--- src/rtl/dma_seq_pkg.sv ---
package dma_seq_pkg;
  localparam int NCH = 4;
  localparam int MODE_W = 6;

  typedef enum logic [0:0] {ST_IDLE, ST_XFER} seq_state_t;

  localparam logic [1:0] OPM_SINGLE  = 2'b01;
  localparam logic [1:0] TT_TOMEM    = 2'b01;
  localparam logic [1:0] TT_FROMMEM  = 2'b10;

  // offset -> {valid, channel}
  function automatic logic [2:0] page_slot(input logic [2:0] off);
    case (off)
      3'd1:    page_slot = 3'b110;
      3'd2:    page_slot = 3'b111;
      3'd3:    page_slot = 3'b101;
      3'd7:    page_slot = 3'b100;
      default: page_slot = 3'b000;
    endcase
  endfunction
endpackage

--- src/rtl/dma_page_file.sv ---
module dma_page_file
  import dma_seq_pkg::*;
#(
  parameter int PGW = 8,
  parameter int HPW = 7
) (
  input  logic               clk,
  input  logic               rst,
  input  logic               wr,
  input  logic               hi,
  input  logic [2:0]         off,
  input  logic [PGW-1:0]     data,
  output logic [NCH*PGW-1:0] pg,
  output logic [NCH*HPW-1:0] hp
);
  logic [2:0] slot;
  assign slot = page_slot(off);

  for (genvar i = 0; i < NCH; i++) begin : g_pg
    always_ff @(posedge clk) begin
      if (rst) begin
        pg[i*PGW +: PGW] <= '0;
        hp[i*HPW +: HPW] <= '0;
      end else if (wr && slot[2] && (slot[1:0] == 2'(i))) begin
        if (hi) hp[i*HPW +: HPW] <= data[HPW-1:0];
        else    pg[i*PGW +: PGW] <= data;
      end
    end
  end

  AST_PAGE_INVALID: assert property (@(posedge clk) disable iff (rst)
    (wr && !slot[2]) |=> ($stable(pg) && $stable(hp)));
endmodule

--- src/rtl/dma_prio_pick.sv ---
module dma_prio_pick #(
  parameter int N = 4
) (
  input  logic [N-1:0] req,
  output logic [N-1:0] grant,
  output logic         any
);
  logic [N:0] seen;
  assign seen[0] = 1'b0;
  for (genvar i = 0; i < N; i++) begin : g_chain
    assign grant[i]  = req[i] & ~seen[i];
    assign seen[i+1] = seen[i] | req[i];
  end
  assign any = seen[N];
endmodule

--- src/rtl/dma_chan_ctr.sv ---
module dma_chan_ctr #(
  parameter int CW    = 16,
  parameter int SHIFT = 0,
  localparam int AW   = CW + SHIFT
) (
  input  logic          clk,
  input  logic          rst,
  input  logic          init,
  input  logic [CW-1:0] base_addr,
  input  logic [CW-1:0] base_cnt,
  input  logic          step,
  input  logic          dec,
  input  logic          autoinit,
  output logic [AW-1:0] cur_addr,
  output logic          last
);
  localparam logic [AW-1:0] STEP = AW'(1) << SHIFT;
  logic [CW-1:0] cur_cnt;

  assign last = (cur_cnt == '0);

  always_ff @(posedge clk) begin
    if (rst) begin
      cur_addr <= '0;
      cur_cnt  <= '0;
    end else if (init) begin
      cur_addr <= AW'(base_addr) << SHIFT;
      cur_cnt  <= base_cnt;
    end else if (step) begin
      if (last && autoinit) begin
        cur_addr <= AW'(base_addr) << SHIFT;
        cur_cnt  <= base_cnt;
      end else begin
        cur_addr <= dec ? cur_addr - STEP : cur_addr + STEP;
        cur_cnt  <= cur_cnt - 1'b1;
      end
    end
  end

  AST_AUTO_RELOAD: assert property (@(posedge clk) disable iff (rst)
    (step && !init && last && autoinit) |=> (cur_cnt == $past(base_cnt)));
  AST_ADDR_STEP: assert property (@(posedge clk) disable iff (rst)
    (step && !init && !(last && autoinit)) |=>
      (cur_addr == ($past(dec) ? $past(cur_addr) - STEP : $past(cur_addr) + STEP)));
endmodule

--- src/rtl/dma_svc_seq.sv ---
module dma_svc_seq
  import dma_seq_pkg::*;
#(
  parameter int SHIFT = 0,
  parameter int CW    = 16,
  parameter int PGW   = 8,
  parameter int HPW   = 7,
  localparam int AW   = CW + SHIFT,
  localparam int PA_W = 16 + PGW + HPW
) (
  input  logic                  clk,
  input  logic                  rst,
  input  logic [NCH*CW-1:0]     base_addr,
  input  logic [NCH*CW-1:0]     base_cnt,
  input  logic [NCH*MODE_W-1:0] mode,
  input  logic [NCH-1:0]        init_ch,
  input  logic                  msk_wr,
  input  logic [NCH-1:0]        msk_data,
  input  logic                  pg_wr,
  input  logic                  pg_hi,
  input  logic [2:0]            pg_off,
  input  logic [PGW-1:0]        pg_data,
  input  logic [NCH-1:0]        dreq,
  input  logic                  xfer_ready,
  output logic [NCH-1:0]        ack,
  output logic [PA_W-1:0]       mem_addr,
  output logic                  mem_rd,
  output logic                  mem_wr,
  output logic                  tc_pulse,
  output logic [NCH-1:0]        tc_flag,
  output logic [NCH-1:0]        mask_q,
  output logic [NCH-1:0]        bad_mode
);
  localparam int IW = $clog2(NCH);

  seq_state_t state;
  logic [IW-1:0] gch, pick_idx;
  logic [NCH*PGW-1:0] pg_flat;
  logic [NCH*HPW-1:0] hp_flat;
  logic [NCH-1:0] elig, bad_now, grant_w, step, last_w, auto_w;
  logic any_w;
  logic [AW-1:0] cur_a [NCH];

  dma_page_file #(.PGW(PGW), .HPW(HPW)) u_pages (
    .clk(clk), .rst(rst), .wr(pg_wr), .hi(pg_hi), .off(pg_off),
    .data(pg_data), .pg(pg_flat), .hp(hp_flat));

  for (genvar i = 0; i < NCH; i++) begin : g_ch
    logic [MODE_W-1:0] md;
    assign md         = mode[i*MODE_W +: MODE_W];
    assign elig[i]    = dreq[i] & ~mask_q[i] & (md[5:4] == OPM_SINGLE);
    assign bad_now[i] = dreq[i] & ~mask_q[i] & (md[5:4] != OPM_SINGLE);
    assign auto_w[i]  = md[2];
    assign step[i]    = (state == ST_XFER) & xfer_ready & ack[i];

    dma_chan_ctr #(.CW(CW), .SHIFT(SHIFT)) u_ctr (
      .clk(clk), .rst(rst), .init(init_ch[i]),
      .base_addr(base_addr[i*CW +: CW]), .base_cnt(base_cnt[i*CW +: CW]),
      .step(step[i]), .dec(md[3]), .autoinit(md[2]),
      .cur_addr(cur_a[i]), .last(last_w[i]));

    AST_TC_MASKS: assert property (@(posedge clk) disable iff (rst)
      (step[i] && last_w[i] && !auto_w[i]) |=> mask_q[i]);
  end

  dma_prio_pick #(.N(NCH)) u_pick (.req(elig), .grant(grant_w), .any(any_w));

  always_comb begin
    pick_idx = '0;
    for (int i = 0; i < NCH; i++)
      if (grant_w[i]) pick_idx = IW'(i);
  end

  logic [1:0] pick_tt;
  assign pick_tt = mode[32'(pick_idx)*MODE_W +: 2];

  always_ff @(posedge clk) begin
    if (rst) begin
      state    <= ST_IDLE;
      ack      <= '0;
      gch      <= '0;
      mem_addr <= '0;
      mem_rd   <= 1'b0;
      mem_wr   <= 1'b0;
      tc_pulse <= 1'b0;
      bad_mode <= '0;
    end else begin
      tc_pulse <= 1'b0;
      bad_mode <= bad_now;
      case (state)
        ST_IDLE: if (any_w) begin
          state    <= ST_XFER;
          ack      <= grant_w;
          gch      <= pick_idx;
          mem_addr <= (PA_W'({hp_flat[32'(pick_idx)*HPW +: HPW],
                              pg_flat[32'(pick_idx)*PGW +: PGW]}) << 16)
                      | PA_W'(cur_a[pick_idx]);
          mem_rd   <= (pick_tt == TT_FROMMEM);
          mem_wr   <= (pick_tt == TT_TOMEM);
        end
        ST_XFER: if (xfer_ready) begin
          state    <= ST_IDLE;
          ack      <= '0;
          mem_rd   <= 1'b0;
          mem_wr   <= 1'b0;
          tc_pulse <= last_w[gch];
        end
        default: state <= ST_IDLE;
      endcase
    end
  end

  always_ff @(posedge clk) begin
    if (rst) begin
      mask_q  <= '1;
      tc_flag <= '0;
    end else begin
      if (msk_wr) mask_q <= msk_data;
      for (int i = 0; i < NCH; i++) begin
        if (step[i] && last_w[i]) begin
          tc_flag[i] <= 1'b1;
          if (!auto_w[i]) mask_q[i] <= 1'b1;
        end
        if (init_ch[i]) tc_flag[i] <= 1'b0;
      end
    end
  end

  AST_ACK_ONEHOT: assert property (@(posedge clk) disable iff (rst)
    $onehot0(ack));
  AST_ACK_GAP: assert property (@(posedge clk) disable iff (rst)
    ((|ack) && xfer_ready) |=> (ack == '0));
  AST_ACCESS_EXCL: assert property (@(posedge clk) disable iff (rst)
    !(mem_rd && mem_wr));
  AST_ACCESS_UNDER_ACK: assert property (@(posedge clk) disable iff (rst)
    (mem_rd || mem_wr) |-> (|ack));
  AST_TC_SINGLE: assert property (@(posedge clk) disable iff (rst)
    tc_pulse |=> !tc_pulse);
endmodule

--- config.mk ---
export PLATFORM = sky130hd
export DESIGN_NAME = dma_svc_seq
export DESIGN_NICKNAME = d
export VERILOG_FILES = /design/src/rtl/dma_seq_pkg.sv /design/src/rtl/dma_page_file.sv /design/src/rtl/dma_prio_pick.sv /design/src/rtl/dma_chan_ctr.sv /design/src/rtl/dma_svc_seq.sv
export SDC_FILE = /design/constraint.sdc
export NUM_CORES = 1
export LEC_CHECK = 0
export BUFFER_PORTS_ARGS = -buffer_cell sky130_fd_sc_hd__buf_2
export CAP_MARGIN = 20
export CORE_MARGIN = 1
export CORE_UTILIZATION = 54
export DETAILED_ROUTE_END_ITERATION = 8
export GPL_TIMING_DRIVEN = 0
export PLACE_DENSITY = 0.82
export REMOVE_ABC_BUFFERS = 1
export SKIP_LAST_GASP = 1
export SLEW_MARGIN = 20
export SYNTH_ARGS = -nofsm -noshare
export SYNTH_HDL_FRONTEND = slang
export SYNTH_HIERARCHICAL = 1
export SYNTH_SLANG_ARGS = --single-unit
--- constraint.sdc ---
create_clock -name clk -period 3.2 [get_ports clk]
set_clock_uncertainty 0.05 [all_clocks]
set_input_delay 0.16 -clock clk [delete_from_list [all_inputs] [get_ports clk]]
set_output_delay 0.16 -clock clk [all_outputs]
set_load 0.005 [all_outputs]
==> metrics.txt <==
P_leak 8.288 nW; global route overflow 0; critical path type reg -> reg; gr usage total 32.40%; FMAX 0.3100 GHz; fraction of the cycle the final worst path needs 100.8%; CTS tree yes; GR peak layer met2; Final Wtd Congestion 0.9089; Async S/R FF share, synth 0%; met3 Use GR 4.790%; status complete, but fails checks; die width 173.9 um; DRT iter0 DRCs 1,640; CTS buffer count 28; Tot Pwr 9.186 mW; NetSw 2.924 mW; Via density 6.245; critical path cell sequence and3b_1, nor2b_4, buf_16, mux2_4, a222oi_1, dlygate4sd3_1, o31ai_1; met2 global-route usage 52.92%; Routed WL 50,190 um; largest net degree at the start of global routing 100; Hold Fails Final Rpt 0; violated checks negative setup slack; Ports 231; Post-synth EDFFs 0; Die Y-Extent 173.9 um; Initial Util 55.31%; Residual DRC 0; Max-slew headroom 25.74%; Pre-antenna DRT Iters 5; core area 28,860 um^2; vias in the first global route 15,950; post-layout min period 3.226 ns; CP arrival 3.59 ns; clk root buf clkbuf_16; Vias 16,490; Place WS -0.03102 ns; initial antenna violation count 3; clock buffer depth 3; Syn. warnings 6; Slew Viols, Final 0; CTS sink count 241; Clock transition at path regs 0.06 ns; crit-path max FO 19; hold endpoint g_ch[1].u_ctr/cur_addr[11]$_SDFFE_PP0P_; r2r startpoint mask_q[1]$_SDFF_PP1_; Switching Fraction 31.83%; PortBufs 230; Worst path slowest cell dlygate4sd3_1; sequential power share 37.1%; Cell Int Power 6.262 mW; met1 Use GR 41.16%; Nets 2,481; RSZ-0062 raised after global routing true; Comb pwr share 26.5%; row count 62; Max stage delay on crit path 0.64 ns; reg2reg end mem_wr$_SDFFE_PP0P_; setup TNS -0.02575 ns; first-pass GRT wire length 80,650 um; VDD IR max 410.9 uV; mean post-synth cell area 8.236 um^2; hold depth 5; final worst-path setup slack -0.02575 ns; layout cell share with drive strength beyond 1 19.17%; Yosys cell types 84; WP data required 3.57 ns; ys flop type dfxtp_1; FF+latch count, synth 241; antenna-violating nets left 0; register-to-register setup slack -0.03 ns; cells on worst reg2reg path 7; clock power share 36.4%; H-tree Lvls 1; Pwr Density 465.2 nW/um^2; Core Util, Final 68.42%; Worst-Margin Slew 1.098 ns; Hold Crit Start base_addr[27]; insertion delay to the later sink of the worst-skew pair 0.56 ns; die area 30,250 um^2; Worst setup EP type flop; final setup vio count 1; hold crit path type in -> reg; synthesized area 15,960 um^2; CP startpoint kind flop; Max Cap Viol 0; WL/cell 19.01 um; synthesis-to-finish area growth 23.70%; cells after synthesis 1,938; post-synthesis sequential area ratio 30.23%; HPWL reported at the end of detailed placement 32,540 um
-- how the worst max path moves through the flow --
stage                                to  slack (ns)                                   from
3_5_place_dp        tc_pulse$_SDFF_PP0_       -0.03  g_ch[1].u_ctr/cur_cnt[8]$_SDFFE_PP0P_
4_1_cts            mask_q[0]$_SDFF_PP1_        0.04  g_ch[0].u_ctr/cur_cnt[8]$_SDFFE_PP0P_
2_1_floorplan  mem_addr[0]$_SDFFE_PP0P_       -2.17                   mask_q[1]$_SDFF_PP1_
6_report            mem_wr$_SDFFE_PP0P_       -0.03                   mask_q[1]$_SDFF_PP1_
5_1_grt             mem_wr$_SDFFE_PP0P_       -0.15                   mask_q[0]$_SDFF_PP1_
3_3_place_gp   mem_addr[3]$_SDFFE_PP0P_       -6.26                               mode[10]
-- layout by cell type (no fill, tap or decap), types with 36 or more instances in the layout --
master and count:
a21o_1 36, a211oi_1 91, nand2_1 138, nand2b_1 111
a21oi_1 150, dfxtp_1 241, nor3_1 63, nor2_1 193
ha_1 64, o211ai_1 37, o21ai_0 72, dlygate4sd3_1 150
buf_2 232, nand3_1 45, mux2i_1 69
-- repair_timing --
item / 4_1_cts / 5_1_grt
hold endpoints to repair: 139 / 0
setup buffers: 0 / 0
hold buffers: 150 / 0
endpoints found under the setup margin: 1 / 10
gates resized for setup: 1 / 6
-- power by group through the flow --
| stage | Sequential [mW] | Clock, mW | Combinational (mW) |
|---|---|---|---|
| final | 3.41 | 3.34 | 2.43 |
| after global routing | 3.43 | 3.50 | 2.66 |
| after CTS | 3.40 | 3.36 | 2.35 |
| after detailed placement | 3.46 | 0 | 2.19 |
| after global placement | 3.45 | 0 | 2.08 |
| after floorplan | 3.39 | 0 | 1.55 |
-- cells in the mapped netlist, types with 19 or more instances --
| cell | n | area share [%] |
|---|---|---|
| clkbuf_1 | 68 | 1.6 |
| nand3_1 | 45 | 1.4 |
| a211oi_1 | 91 | 4.3 |
| a311oi_1 | 19 | 1.0 |
| buf_2 | 21 | 0.66 |
| buf_6 | 24 | 1.7 |
| mux2_2 | 35 | 2.5 |
| o211ai_1 | 37 | 1.7 |
| inv_1 | 34 | 0.80 |
| a21oi_1 | 150 | 4.7 |
| nor2_1 | 197 | 4.6 |
| nor3_1 | 63 | 2.0 |
| o21ai_0 | 72 | 2.3 |
| mux2i_1 | 69 | 4.3 |
| a21o_1 | 36 | 1.7 |
| ha_1 | 64 | 5.0 |
| nor2b_1 | 27 | 1.1 |
| nand2_1 | 138 | 3.2 |
| nand2b_1 | 112 | 4.4 |
| o21ai_1 | 32 | 1.0 |
| dfxtp_1 | 241 | 30 |
-- stage by stage --
stage	cells	hold WS [ns]	area [um^2]
floorplan	1802	0.1746	15170
global placement	2416	0.3421	16810
detailed placement	2436	0.3451	17230
CTS	2637	0.006796	19690
global route	2640	0.03167	19740
finish	2640	0.009610	19740
-- registers in the layout, summed over array words and instances (netlist names), 2 cells and up --
name and cells:
g_ch.u_ctr/cur_addr 64, g_ch.u_ctr/cur_cnt 64, u_pages/pg 32, mem_addr 31, u_pages/hp 28, ack 4
bad_mode 4, mask_q 4, tc_flag 4, gch 2
-- logic make-up (layout without fill, tap and decap cells) --
kind of cell	Yosys count	after routing	share of synthesized area, %
compound gates	577	577	24.90
buf+inv	170	485	5.730
flops	241	241	30.23
xor+xnor	28	28	1.536
fa+ha+maj	68	68	5.519
mux	108	108	7.220
other cells	0	3	0
simple gates	746	746	24.86
-- final cells by class --
type / count / area [um^2]
Timing Repair Buffer: 400 / 2992
Sequential cell: 241 / 4825
Inverter: 34 / 127.6
Antenna cell: 3 / 7.507
Clock buffer: 40 / 807.0
Fill cell: 2247 / 9114
Clock inverter: 11 / 140.1
Multi-Input combinational cell: 1527 / 10360
Tap cell: 384 / 480.5
-- worst max-delay path: cells and delay by family, from the launching register on --
family | cells | cell delay (ns)
buf+inv | 2 | 0.88
compound gates | 2 | 0.48
simple gates | 2 | 1.01
mux | 1 | 0.31
flops | 1 | 0.34
-- routing by layer --
metal	share of wire, %	vias to the layer above
li1	-	7758
met1	41	7767
met2	46	771
met3	7.1	192
met4	5.5	0
met5	0	-
No activity file was read; power rests on OpenSTA's default activity.
